### config.mk
export PLATFORM = sky130hd
export DESIGN_NAME = pwm_multi
export DESIGN_NICKNAME = d
export VERILOG_FILES = /design/src/rtl/pwm_multi_pkg.sv /design/src/rtl/pwm_regfile.sv /design/src/rtl/pwm_prescaler.sv /design/src/rtl/pwm_channel.sv /design/src/rtl/pwm_multi.sv
export SDC_FILE = /design/constraint.sdc
export NUM_CORES = 1
export LEC_CHECK = 0
export BUFFER_PORTS_ARGS = -buffer_cell sky130_fd_sc_hd__clkbuf_2
export CAP_MARGIN = 10
export CELL_PAD_IN_SITES_DETAIL_PLACEMENT = 2
export CELL_PAD_IN_SITES_GLOBAL_PLACEMENT = 2
export CORE_MARGIN = 4
export CORE_UTILIZATION = 40
export DETAILED_ROUTE_END_ITERATION = 16
export HOLD_SLACK_MARGIN = 0.1
export PLACE_DENSITY_LB_ADDON = 0.1
export SYNTH_ARGS = -nofsm -noshare
export SYNTH_HDL_FRONTEND = slang
export SYNTH_HIERARCHICAL = 1
export SYNTH_SLANG_ARGS = --single-unit
### constraint.sdc
create_clock -name clk -period 3.6 [get_ports clk]
set_clock_uncertainty 0.05 [all_clocks]
set_input_delay 0.36 -clock clk [delete_from_list [all_inputs] [get_ports clk]]
set_output_delay 0.36 -clock clk [all_outputs]
set_load 0.005 [all_outputs]
### src/rtl/pwm_multi_pkg.sv
// Package: shared widths, register field positions, channel configuration
// type and the small decode functions used by the channel logic.
package pwm_multi_pkg;

    localparam int DATA_W    = 32;
    localparam int CNT_W     = 16;
    localparam int SEL_W     = 3;
    localparam int CODE_W    = 2;
    localparam int PSC_W     = 10;

    localparam int DUTY_LSB  = 16;
    localparam int PER_LSB   = 0;
    localparam int ACT_LSB   = 16;
    localparam int INACT_LSB = 18;
    localparam int DIV_LSB   = 20;

    typedef logic [CODE_W-1:0] drive_code_t;

    typedef struct packed {
        logic [CNT_W-1:0] duty;
        logic [CNT_W-1:0] period;
        drive_code_t      act;
        drive_code_t      inact;
        logic [SEL_W-1:0] div_sel;
    } chan_cfg_t;

    // Terminal count of the prescaler (ratio minus one) for a select code.
    function automatic logic [PSC_W-1:0] psc_limit(input logic [SEL_W-1:0] sel);
        case (sel)
            3'd0:    return PSC_W'(0);
            3'd1:    return PSC_W'(1);
            3'd2:    return PSC_W'(3);
            3'd3:    return PSC_W'(7);
            3'd4:    return PSC_W'(15);
            3'd5:    return PSC_W'(63);
            3'd6:    return PSC_W'(255);
            default: return PSC_W'(1023);
        endcase
    endfunction

    // Pin drive for a code, returned as {output_enable, level}.
    function automatic logic [1:0] drive_decode(input drive_code_t code);
        case (code)
            2'd0:    return 2'b00;
            2'd1:    return 2'b11;
            2'd2:    return 2'b10;
            default: return 2'b11;
        endcase
    endfunction

endpackage

### src/rtl/pwm_regfile.sv
// Register decode. Holds the channel enable mask, which is changed through
// the set and clear addresses, and produces one-cycle duty and period write
// strobes per channel. Assumes one write per cycle and byte addresses where
// channel n occupies a 0x20 window starting at 0x20*(n+1).
module pwm_regfile #(
    parameter int NUM_CH = 4,
    parameter int ADDR_W = 8
) (
    input  logic              clk,
    input  logic              rst_n,
    input  logic              wr_en,
    input  logic [ADDR_W-1:0] wr_addr,
    input  logic [NUM_CH-1:0] mask_bits,
    output logic [NUM_CH-1:0] ch_en,
    output logic [NUM_CH-1:0] duty_wr,
    output logic [NUM_CH-1:0] period_wr
);
    localparam int STRIDE     = 32;
    localparam int SET_OFS    = 4;
    localparam int CLR_OFS    = 8;
    localparam int DUTY_OFS   = 0;
    localparam int PERIOD_OFS = 4;

    logic set_hit;
    logic clr_hit;

    assign set_hit = wr_en && (wr_addr == ADDR_W'(SET_OFS));
    assign clr_hit = wr_en && (wr_addr == ADDR_W'(CLR_OFS));

    // Enable mask: set and clear aliases touch only the bits written as 1.
    always_ff @(posedge clk) begin
        if (!rst_n)       ch_en <= '0;
        else if (set_hit) ch_en <= ch_en | mask_bits;
        else if (clr_hit) ch_en <= ch_en & ~mask_bits;
    end

    for (genvar ch = 0; ch < NUM_CH; ch++) begin : g_dec
        localparam int BASE = (ch + 1) * STRIDE;
        assign duty_wr[ch]   = wr_en && (wr_addr == ADDR_W'(BASE + DUTY_OFS));
        assign period_wr[ch] = wr_en && (wr_addr == ADDR_W'(BASE + PERIOD_OFS));

        p_set_enables_r2: assert property (@(posedge clk) disable iff (!rst_n)
            (set_hit && mask_bits[ch]) |=> ch_en[ch]);
        p_clr_disables_r2: assert property (@(posedge clk) disable iff (!rst_n)
            (clr_hit && mask_bits[ch]) |=> !ch_en[ch]);
        p_mask_held_r2: assert property (@(posedge clk) disable iff (!rst_n)
            (!set_hit && !clr_hit) |=> $stable(ch_en[ch]));
    end

endmodule

### src/rtl/pwm_prescaler.sv
// Per-channel clock divider. While run is high it issues one tick every
// ratio cycles, where the ratio comes from the select code. While run is low
// it rests at zero. Assumes the select only changes on a tick or while idle.
module pwm_prescaler
    import pwm_multi_pkg::*;
(
    input  logic             clk,
    input  logic             rst_n,
    input  logic             run,
    input  logic [SEL_W-1:0] div_sel,
    output logic             tick
);
    logic [PSC_W-1:0] psc_cnt;
    logic [PSC_W-1:0] lim;

    assign lim  = psc_limit(div_sel);
    assign tick = run && (psc_cnt == lim);

    // Divider count: restarts after each tick and whenever the channel is off.
    always_ff @(posedge clk) begin
        if (!rst_n || !run) psc_cnt <= '0;
        else if (tick)      psc_cnt <= '0;
        else                psc_cnt <= psc_cnt + PSC_W'(1);
    end

    p_tick_gap_r9: assert property (@(posedge clk) disable iff (!rst_n)
        (tick && lim != '0) |=> (!tick || lim == '0));
    p_cnt_bounded_r9: assert property (@(posedge clk) disable iff (!rst_n)
        run |-> (psc_cnt <= lim));

endmodule

### src/rtl/pwm_channel.sv
// One output channel. It stages duty and period writes, commits them at a
// period boundary (or at once while disabled), runs the tick counter and
// decodes the committed drive codes onto the pin.
// Assumes the strobes last one cycle and the data is valid with them.
module pwm_channel
    import pwm_multi_pkg::*;
(
    input  logic              clk,
    input  logic              rst_n,
    input  logic              en,
    input  logic              duty_wr,
    input  logic              period_wr,
    input  logic [DATA_W-1:0] wdata,
    output logic              pin_level,
    output logic              pin_oe
);
    chan_cfg_t        stg;
    chan_cfg_t        cfg;
    logic             pending;
    logic [CNT_W-1:0] cnt;
    logic             tick;
    logic             wrap;
    logic             boundary;
    logic             commit;
    logic             active;
    drive_code_t      code;

    pwm_prescaler u_psc (
        .clk     (clk),
        .rst_n   (rst_n),
        .run     (en),
        .div_sel (cfg.div_sel),
        .tick    (tick)
    );

    assign wrap     = ({1'b0, cnt} + (CNT_W + 1)'(1)) >= {1'b0, cfg.period};
    assign boundary = tick && wrap;
    assign commit   = pending && (!en || boundary);

    // Staging registers: duty and period words land here first.
    always_ff @(posedge clk) begin
        if (!rst_n) begin
            stg <= '0;
        end else begin
            if (duty_wr)
                stg.duty <= wdata[DUTY_LSB +: CNT_W];
            if (period_wr) begin
                stg.period  <= wdata[PER_LSB +: CNT_W];
                stg.act     <= wdata[ACT_LSB +: CODE_W];
                stg.inact   <= wdata[INACT_LSB +: CODE_W];
                stg.div_sel <= wdata[DIV_LSB +: SEL_W];
            end
        end
    end

    // Arm flag: set by a period write, cleared when the commit happens.
    always_ff @(posedge clk) begin
        if (!rst_n)         pending <= 1'b0;
        else if (period_wr) pending <= 1'b1;
        else if (commit)    pending <= 1'b0;
    end

    // Working configuration: copied from staging only when committing.
    always_ff @(posedge clk) begin
        if (!rst_n)      cfg <= '0;
        else if (commit) cfg <= stg;
    end

    // Tick counter: counts 0..period-1, held at zero while disabled.
    always_ff @(posedge clk) begin
        if (!rst_n || !en) cnt <= '0;
        else if (tick)     cnt <= wrap ? '0 : cnt + CNT_W'(1);
    end

    // Pin decode: the active code while below duty, otherwise the inactive code.
    always_comb begin
        active = en && (cnt < cfg.duty);
        code   = active ? cfg.act : cfg.inact;
        {pin_oe, pin_level} = drive_decode(code);
    end

    p_commit_needs_arm_r5: assert property (@(posedge clk) disable iff (!rst_n)
        !pending |=> $stable(cfg));
    p_commit_at_boundary_r6: assert property (@(posedge clk) disable iff (!rst_n)
        (en && !boundary) |=> $stable(cfg));
    p_cnt_in_range_r4: assert property (@(posedge clk) disable iff (!rst_n)
        (en && cfg.period > CNT_W'(1)) |-> (cnt < cfg.period));
    p_full_duty_r7: assert property (@(posedge clk) disable iff (!rst_n)
        (en && cfg.period != '0 && cfg.duty >= cfg.period && cfg.act == 2'd3)
        |-> (pin_oe && pin_level));
    p_idle_counter_r3: assert property (@(posedge clk) disable iff (!rst_n)
        !en |=> (cnt == '0));

endmodule

### src/rtl/pwm_multi.sv
// Top level: the register decode plus NUM_CH channel instances.
// Assumes ADDR_W is wide enough for 0x20*(NUM_CH+1) and NUM_CH <= 32.
module pwm_multi
    import pwm_multi_pkg::*;
#(
    parameter int NUM_CH = 4,
    parameter int ADDR_W = 8
) (
    input  logic              clk,
    input  logic              rst_n,
    input  logic              wr_en,
    input  logic [ADDR_W-1:0] wr_addr,
    input  logic [DATA_W-1:0] wr_data,
    output logic [NUM_CH-1:0] pwm_out,
    output logic [NUM_CH-1:0] pwm_oe
);
    logic [NUM_CH-1:0] ch_en;
    logic [NUM_CH-1:0] duty_wr;
    logic [NUM_CH-1:0] period_wr;

    pwm_regfile #(
        .NUM_CH (NUM_CH),
        .ADDR_W (ADDR_W)
    ) u_regs (
        .clk       (clk),
        .rst_n     (rst_n),
        .wr_en     (wr_en),
        .wr_addr   (wr_addr),
        .mask_bits (wr_data[NUM_CH-1:0]),
        .ch_en     (ch_en),
        .duty_wr   (duty_wr),
        .period_wr (period_wr)
    );

    for (genvar i = 0; i < NUM_CH; i++) begin : g_ch
        pwm_channel u_ch (
            .clk       (clk),
            .rst_n     (rst_n),
            .en        (ch_en[i]),
            .duty_wr   (duty_wr[i]),
            .period_wr (period_wr[i]),
            .wdata     (wr_data),
            .pin_level (pwm_out[i]),
            .pin_oe    (pwm_oe[i])
        );
    end

endmodule

Word level (Yosys, flattened, before mapping):

Cells that the tools add are included.

* output and inout bits: 8
* register bits after elaboration: 424
* input bits: 43

* reductions and logical operators: 56
* equal/unequal tests: 42
* add/subtract/negate cells: 12
* bitwise gates (word level): 3
* order comparisons: 8
* multiplexer cells: 26

Operator list (count)
* $pmux 10 s7: 4
* $add 16x1->17 const B: 4
* $ge 17x16->1: 4
* $add 16x1->16 const B: 4
* $lt 16x16->1: 4
* $mux 16: 4
* $add 10x1->10 const B: 4
* $eq 10x10->1: 4
* $eq 3x3->1 const B: 12
* $eq 8x7->1 const B: 4
* $logic_and 1x1->1: 26
* $eq 3x2->1 const B: 8
* $eq 8x6->1 const B: 2
* $eq 8x8->1 const B: 2
* $pmux 2 s2: 4
* $eq 3x1->1 const B: 4
* $logic_not 3->1: 4
* $reduce_bool 2->1: 5
* $eq 2x2->1 const B: 4
* $eq 8x3->1 const B: 1
* $eq 8x4->1 const B: 1
* $logic_not 2->1: 4
* $logic_or 1x1->1: 8
* $mux 1: 8
* 7 further kinds: 18

Longest topological paths before layout:

Gate-level depths: netlist (run 1).

* word-level depth: 9
* mapped depth: 16
* mapped depth without buffers: 14

Cells and area by module:

The synthesis (run 1) kept the hierarchy.

Modules (own cells, without submodules)
* pwm_channel: area each 4921.0 um^2, cells an instance 550, times used 4
* pwm_prescaler: area each 555.5 um^2, cells an instance 66, times used 4
* pwm_regfile: area each 310.3 um^2, cells an instance 45, times used 1

Worst setup path after synthesis (run 1):

Ideal clock, no wire load.

* kind: register to register
* from: reg g_ch[0].u_ch.cnt[0]
* to: reg g_ch[0].u_ch/cfg[0] (netlist bit)
* cell stages (with the launch flop): 17
* slack: 0.278 ns
* arrival: 3.153 ns
* clock period less this slack: 3.322 ns
* cells stage by stage: dfxtp_1 -> ha_1 -> nand3_4 -> or2_2 -> nor2_1 -> and3_1 -> xnor2_1 -> inv_1 -> ha_1 -> nand4_1 -> nor2_1 -> a31o_2 -> nor4bb_1 -> nor3b_2 -> buf_6 -> buf_8 -> mux2i_1

* cells in the longest elaborated chain, start to end: 5

RTL lines
* start: declaration: line pwm_channel.sv:20 `logic [CNT_W-1:0] cnt;`
* start signal: assignment: line pwm_channel.sv:72 `else if (tick) cnt <= wrap ? '0 : cnt + CNT_W'(1);`
* $add 16x1->17: line pwm_channel.sv:36 `assign wrap = ({1'b0, cnt} + (CNT_W + 1)'(1)) >= {1'b0, cfg.period};`
* $ge 17x16->1: line pwm_channel.sv:36
* $logic_and 1x1->1: line pwm_channel.sv:37 `assign boundary = tick && wrap;`
* $logic_or 1x1->1: line pwm_channel.sv:38 `assign commit = pending && (!en || boundary);`
* $logic_and 1x1->1: line pwm_channel.sv:38
* end signal: assignment: line pwm_channel.sv:66 `else if (commit) cfg <= stg;`
* end: declaration: line pwm_channel.sv:18 `chan_cfg_t cfg;`

Every way passes these cells.
A chain may end at the register's enable or synchronous reset.

Worst setup path in the final report (run 1):

* from: reg g_ch[0].u_ch.cnt[1]
* to: reg g_ch[0].u_ch/cfg[17] (netlist bit)

Same word-level chain as after synthesis.

==> results of run 1 <==
-- critical path, cell delays in order, from the launching register on --
cell       delay [ns]
dfxtp_4          0.38
ha_4             0.15
nand3_4          0.07
buf_4            0.19
nor2_2           0.17
and3_4           0.21
xnor2_2          0.14
inv_1            0.08
ha_1             0.32
a211oi_2         0.23
o21ai_1          0.12
a21oi_1          0.20
nor4bb_4         0.31
buf_4            0.16
nor3b_4          0.04
buf_4            0.15
bufbuf_16        0.29
mux2i_1          0.13
-- logic make-up (layout without fill, tap and decap cells) --
kind of cell	Yosys count	in the layout	synth area share (%)
AND/OR/NAND/NOR	946	946	21.1
other	0	2	0
multiplexers	324	324	14.6
flip-flops	424	424	38.2
adder cells (fa/ha/maj)	132	132	7.43
buffers and inverters	283	421	5.43
XOR/XNOR	96	96	3.78
AO/OA/AOI/OAI	304	304	9.37
-- final cells by class --
| class | count | share of cell area [%] |
|---|---|---|
| inverter | 171 | 2.49 |
| clock buffer | 67 | 5.36 |
| tap | 748 | 3.63 |
| timing repair buffer | 165 | 5.14 |
| sequential | 424 | 33.0 |
| multi-input combinational | 1802 | 49.6 |
| antenna | 2 | 0.0194 |
| clock inverter | 18 | 0.776 |
-- cell usage in the layout, fill, tap and decap left out, types with 28 or more instances in the layout --
| master | instances |
|---|---|
| clkbuf_2 | 49 |
| nor2b_1 | 166 |
| dfxtp_1 | 410 |
| o22ai_1 | 28 |
| o21ai_0 | 89 |
| clkbuf_16 | 51 |
| nand4_1 | 32 |
| ha_1 | 128 |
| nand2_1 | 444 |
| mux2i_1 | 317 |
| buf_4 | 99 |
| inv_1 | 169 |
| nor2_1 | 79 |
| and3_1 | 31 |
| xnor2_1 | 65 |
| nand3_1 | 33 |
| a21oi_1 | 36 |
-- worst max path at each step --
stage / to / slack (ns) / cells past startpoint
floorplan: g_ch[0].u_ch/cfg[0]$_SDFFE_PN0P_ / 0.28 / 16
global placement: g_ch[3].u_ch/cnt[0]$_SDFFE_PP0P_ / 0.08 / 14
detailed placement: g_ch[2].u_ch/cnt[9]$_SDFFE_PP0P_ / -0.08 / 14
CTS: g_ch[0].u_ch/cfg[12]$_SDFFE_PN0P_ / 0.005 / 16
global route: g_ch[2].u_ch/cfg[34]$_SDFFE_PN0P_ / -0.05 / 16
finish: g_ch[0].u_ch/cfg[17]$_SDFFE_PN0P_ / 0.07 / 17
-- power breakdown --
group / internal, uW / switching (uW)
registers: 4690 / 1.41
clock network: 2960 / 2070
logic: 62.6 / 196
total: 7710 / 2270
-- layer usage --
metal	global-route usage [%]	up-vias	part of all wire (%)
li1	-	8770	-
met1	31.3	9149	46
met2	42.2	196	49
met3	3.40	101	2.8
met4	6.38	0	2.7
met5	0	-	0
-- stage by stage --
step / setup TNS, ns / setup slack [ns] / std cells
3_3_place_gp: 0 / 0.0835 / 3286
3_5_place_dp: -0.856 / -0.0783 / 3286
6_report: 0 / 0.0721 / 3397
2_1_floorplan: 0 / 0.278 / 2509
5_1_grt: -1.08 / -0.0519 / 3395
4_1_cts: 0 / 0.00537 / 3378
-- flip-flops by register name (all words and copies together), names as in the netlist, named ones only --
register	cells
g_ch.u_ch/cfg	156
g_ch.u_ch/cnt	64
g_ch.u_ch/pending	4
g_ch.u_ch/stg	156
g_ch.u_ch/u_psc/psc_cnt	40
-- timing repair --
action,4_1_cts,5_1_grt
resized for setup,14,56
cloned,2,2
pin swaps,4,12
setup endpoints to repair,57,203
buffers inserted,5,15
==> metrics.md, run 1 <==
| Metric | Value |
|---|---|
| Status | finished, final reports clean |
| Sequential area share after synthesis | 38.2% |
| Syn Area/Cell | 8.85 sq um |
| Async SR Flop Fraction | 0% |
| I/O Buffers | 50 |
| Min Tclk post-route | 3.53 ns |
| Vias per cell | 5.36 |
| Count of final setup violators | 0 |
| Die area | 59400 sq um |
| Register area | 8510 sq um |
| Post-synthesis net count | 2684 |
| Via count | 18.2k |
| Final Power | 9980 uW |
| Maximum vdd ir drop | 304 uV |
| Initial antenna violation count | 1 |
| HP Class | primary input to register |
| WL/cell | 21.6 microns |
| Initial DRC count | 856 |
| Fmax | 283 MHz |
| Area delta synth->final | 16.2% |
| Final core occ | 46.8% |
| Placed Area | 23700 sq um |
| First-pass GRT wire length | 115 mm |
| Routed wire length | 73.4 mm |
| Initial Utilization | 40.3% |
| CP endpoint kind | register |
| Reg2reg start | g_ch[0].u_ch/cnt[1]$_SDFFE_PP0P_ |
| Hold Worst Slack | 0.153 ns |
| Power density over cell area | 387 nW/um^2 |
| # IOs | 51 |
| Hold Crit Depth | 3 |
| Post-DP HPWL | 50.9 mm |
| Final slew viol count | 0 |
| Synth top area share | 38.2% |
| Final hold violations | 0 |
| Netlist cell types | 64 |
| Number of synthesized flops with an enable pin | 0 |
| Period utilization | 98.0% |
| Die height | 244 microns |
| Syn Std Cell Area | 22200 sq um |
| Relative max-transition margin | 42.1% |
| R2R depth | 17 |
| Multi-input logic area | 12800 sq um |
| Worst EP arrival | 3.95 ns |
| # nets final | 2788 |
| Slew @ Worst Pin | 0.861 ns |
| Share of layout cells above drive strength 1 | 13.7% |
| Hold_sp | wr_data[4] |
| Yosys warns | 6 |
| # fillers | 6008 |
| #FFs+latches synth | 424 |
| Total track usage | 24.1% |
| Leakage | 0.00882 uW |
| CP startpoint | g_ch[0].u_ch/cnt[1]$_SDFFE_PP0P_ |
| Cell taking the most area after synthesis | dfxtp_1 |
| Vias in the first global route | 20.1k |
| Remaining global-route overflow | 0 |
| Synth Flop Type | dfxtp_1 |
| Synth area leaders | dfxtp_1 (38%), mux2i_1 (14%), nand2_1 (7.5%), ha_1 (7.4%), nor2b_1 (4.7%) |
| Critical Path RT | 4.02 ns |
| Cts hold-fix bufs | 0 |
| Placer's final routability congestion estimate | 0.842 |
| Largest net degree at the start of global routing | 138 |
| Cell Rows | 86 |
| Maxcap violations | 0 |
| Die W | 244 microns |
| CTS tree | done |
| Synth Instances | 2509 |
| Root Driver | clkbuf_16 |
| Worst Path Max Fanout | 13 |
| Crit path launch type | register |
| Critical path class | register to register |
| TritonCTS Sinks | 424 |
| Clock Latency Late Sink | 0.59 ns |
| Design Area, Final | 25800 sq um |
| H-tree depth | 2 |
| Post-route antenna net violation count | 0 |
| Top-count cell post-synth | nand2_1 |
| Total CTS buffers | 49 |
| Reg clk slew, reported paths | 0.06 ns |
| # DRC | 0 |
| Hold endpoint | g_ch[2].u_ch/stg[11]$_SDFFE_PN0P_ |
| R2R Path End | g_ch[0].u_ch/cfg[17]$_SDFFE_PN0P_ |
| Total iterations of the first detailed-routing run | 5 |
| Longest Clk Path Bufs | 3 |
| Worst R2R Setup Slack | 0.07 ns |
| Core area | 55100 sq um |
| Commonest cells in the synthesized netlist | nand2_1 (444), dfxtp_1 (424), mux2i_1 (320) |
(Power assumes the default switching activity.)
==> run 2, diff against run 1 <==
Settings changed: CORE_MARGIN 4 to 10.
==> metrics.md, run 2 (synthesis gave the netlist of run 1 again) <==
| Metric | Value |
|---|---|
| Reg2reg start | g_ch[0].u_ch/cnt[0]$_SDFFE_PP0P_ |
| Maxcap violations | 0 (unchanged) |
| Share of layout cells above drive strength 1 | 14.8% (+1.1 points) |
| Die height | 256 microns (+4.9%) |
| Post-route antenna net violation count | 0 (unchanged) |
| Die area | 65400 sq um (+10%) |
| RSZ-0062 raised after global routing | true |
| Final worst slack | 0.0997 ns (+0.0276 ns) |
| Cell family with most CP delay | simple AND/OR/NAND/NOR gates |
| Area delta synth->final | 18.0% |
| Hold endpoint | g_ch[2].u_ch/cfg[11]$_SDFFE_PN0P_ |
| HP Class | primary input to register |
| Vias in the first global route | 20.3k (+0.86%) |
| Total CTS buffers | 49 (unchanged) |
| Most frequent cells in the layout | nand2_1 (444), dfxtp_1 (406), mux2i_1 (316) |
| Initial Utilization | 40.3% (unchanged) |
| Fmax | 286 MHz (+0.79%) |
| Initial DRC count | 711 (-17%) |
| Worst Path Max Fanout | 10 (-3) |
| Final hold violations | 0 (unchanged) |
| # fillers | 5938 (-1.2%) |
| Initial antenna violation count | 2 (+1) |
| Sum Neg Setup Slack | 0 ns (unchanged) |
| Clock Latency Late Sink | 0.61 ns (+0.02 ns) |
| I/O Buffers | 50 (unchanged) |
| Largest net degree at the start of global routing | 96 (-30%) |
| Register area | 8520 sq um (+0.12%) |
| Maximum vdd ir drop | 301 uV (-0.90%) |
| R2R depth | 15 (-2) |
| Critical Path RT | 4.04 ns (+0.02 ns) |
| Hold Crit Depth | 3 (unchanged) |
| TritonCTS Sinks | 424 (unchanged) |
| Remaining global-route overflow | 0 (unchanged) |
| CP Cell Sequence | buf_4 > nand4_1 > nor2_2 > xor2_1 > ha_1 > and4_1 > a31o_2 > o21a_1 > nor4bb_4 > buf_4 > nor3b_4 > buf_6 > buf_4 > buf_12 > mux2i_4 |
| Leakage | 0.00903 uW (+2.4%) |
| Final core occ | 47.6% (+0.76 points) |
| Power density over cell area | 386 nW/um^2 (-0.27%) |
| Routed wire length | 76.4 mm (+4.2%) |
| Root Driver | clkbuf_16 |
| Status | finished, final reports clean |
| Count of final setup violators | 0 (unchanged) |
| Total iterations of the first detailed-routing run | 4 (-1) |
| First-pass GRT wire length | 117 mm (+2.0%) |
| # IOs | 51 (unchanged) |
| Period utilization | 97.2% (-0.77 points) |
| Largest regs | g_ch.u_ch/cfg: 156 flops, g_ch.u_ch/stg: 156 flops, g_ch.u_ch/cnt: 64 flops |
| Buf/Inv on CP | 5 (unchanged) |
| Relative max-transition margin | 42.9% (+0.83 points) |
| Cell total after placement | 3302 (+0.49%) |
| R2R Path End | g_ch[0].u_ch/cfg[36]$_SDFFE_PN0P_ |
| Slew @ Worst Pin | 0.849 ns (-0.0124 ns) |
| Total track usage | 22.2% (-1.9 points) |
| Hold_sp | rst_n |
| Post-DP HPWL | 51.4 mm (+0.84%) |
| Placer's final routability congestion estimate | 0.826 (-1.9%) |
| Longest Clk Path Bufs | 3 (unchanged) |
| Worst EP arrival | 3.94 ns (about the same) |
| CTS tree | done |
| Multi-input logic area | 12800 sq um (+0.32%) |
| Via count | 18.4k (+0.98%) |
| Reg clk slew, reported paths | 0.06 ns (about the same) |
| CP endpoint kind | register |
| Cell Rows | 86 (unchanged) |
| Top cell by count, worst path | buf_4 |
| H-tree depth | 2 (unchanged) |
| Crit path launch type | register |
| Critical Path Stages | 15 (-2) |
| CP max stage cell | dfxtp_2 |
| Pre-CTS setup slack | -0.162 ns (-0.0837 ns) |
| WL/cell | 22.3 microns (+3.4%) |
| Finished Layout Cells | 3424 (+0.79%) |
| Worst R2R Setup Slack | 0.1 ns (+0.03 ns) |
| Die W | 256 microns (+4.9%) |
| Core area | 55100 sq um (unchanged) |
| # DRC | 0 (unchanged) |
| Min Tclk post-route | 3.50 ns (-0.0276 ns) |
| # nets final | 2815 (+0.97%) |
| CP peak stage delay | 0.36 ns (-0.02 ns) |
| Final slew viol count | 0 (unchanged) |
| Critical path class | register to register |
| Vias per cell | 5.37 (+0.18%) |
| Commonest non-fill, non-tap cell in the layout | nand2_1 |
-- run 2: cell count changes in the layout (fill, tap and decap cells not counted), moves of 3 or more --
| cell | before | now |
|---|---|---|
| buf_4 | 99 | 115 |
| dfxtp_1 | 410 | 406 |
| clkbuf_16 | 51 | 54 |
| buf_6 | 3 | 7 |
| clkinv_2 | 10 | 7 |
| buf_12 | 9 | 12 |
-- run 2: layer usage --
layer | global-route usage (%) | vias up | wire, microns
li1 | - | 8837 | -
met1 | 27.8 | 9291 | 34900
met3 | 2.51 | 95 | 1550
met5 | 0 | - | 7
met4 | 7.26 | 2 | 2020
met2 | 39.0 | 169 | 38000
-- run 2: report_power, final --
| group | switching [uW] | leakage (uW) | internal, uW |
|---|---|---|---|
| Clock | 2130 | 0.000794 | 3030 |
| Combinational | 193 | 0.00482 | 65.7 |
| Sequential | 1.43 | 0.00342 | 4690 |
-- run 2: how the worst max path moves through the flow --
stage                                     startpoint  slack (ns)                           endpoint
finish              g_ch[0].u_ch/cnt[0]$_SDFFE_PP0P_         0.1  g_ch[0].u_ch/cfg[36]$_SDFFE_PN0P_
global route        g_ch[2].u_ch/cnt[2]$_SDFFE_PP0P_        -0.1  g_ch[2].u_ch/cfg[36]$_SDFFE_PN0P_
CTS                 g_ch[2].u_ch/cnt[1]$_SDFFE_PP0P_       0.004   g_ch[2].u_ch/cfg[9]$_SDFFE_PN0P_
detailed placement  g_ch[3].u_ch/cnt[0]$_SDFFE_PP0P_       -0.16  g_ch[3].u_ch/cfg[33]$_SDFFE_PN0P_
global placement    g_ch[3].u_ch/cnt[0]$_SDFFE_PP0P_        0.06   g_ch[3].u_ch/cfg[2]$_SDFFE_PN0P_
floorplan           g_ch[0].u_ch/cnt[0]$_SDFFE_PP0P_        0.28   g_ch[0].u_ch/cfg[0]$_SDFFE_PN0P_
-- run 2: stage by stage --
stage          total power [uW]  hold slack, ns  instance area, sq um
2_1_floorplan              4900           0.385                 22200
3_3_place_gp               5050           0.391                 23800
3_5_place_dp               5050           0.404                 23800
4_1_cts                   10300           0.107                 25700
5_1_grt                   10500           0.143                 26200
6_report                  10100           0.132                 26200
-- run 2: timing repair --
action	in CTS	in global routing
resized for setup	16	74
pin swaps	6	18
setup endpoints to repair	155	188
gates cloned	4	3
buffers inserted	9	18
hold buffers	1	0
endpoints found under the hold margin	3	0
-- run 2: layout make-up --
type	instances	share of cell area [%]
Inverter	171	2.45
Tap cell	748	3.57
Clock inverter	18	0.806
Clock buffer	68	5.42
Sequential cell	424	32.5
Multi-Input combinational cell	1802	49.0
Timing Repair Buffer	192	6.28
Antenna cell	1	0.00954
-- run 2: worst reg2reg max path: cells and delay by family (launching register included) --
family                     cells  cell delay, ns
buffers and inverters          5            0.77
muxes                          1            0.20
DFF                            1            0.36
AOI/OAI and AO/OA              2            0.45
adders and majority gates      1            0.28
and+or+nand+nor                5            1.03
xor gates and xnor gates       1            0.24
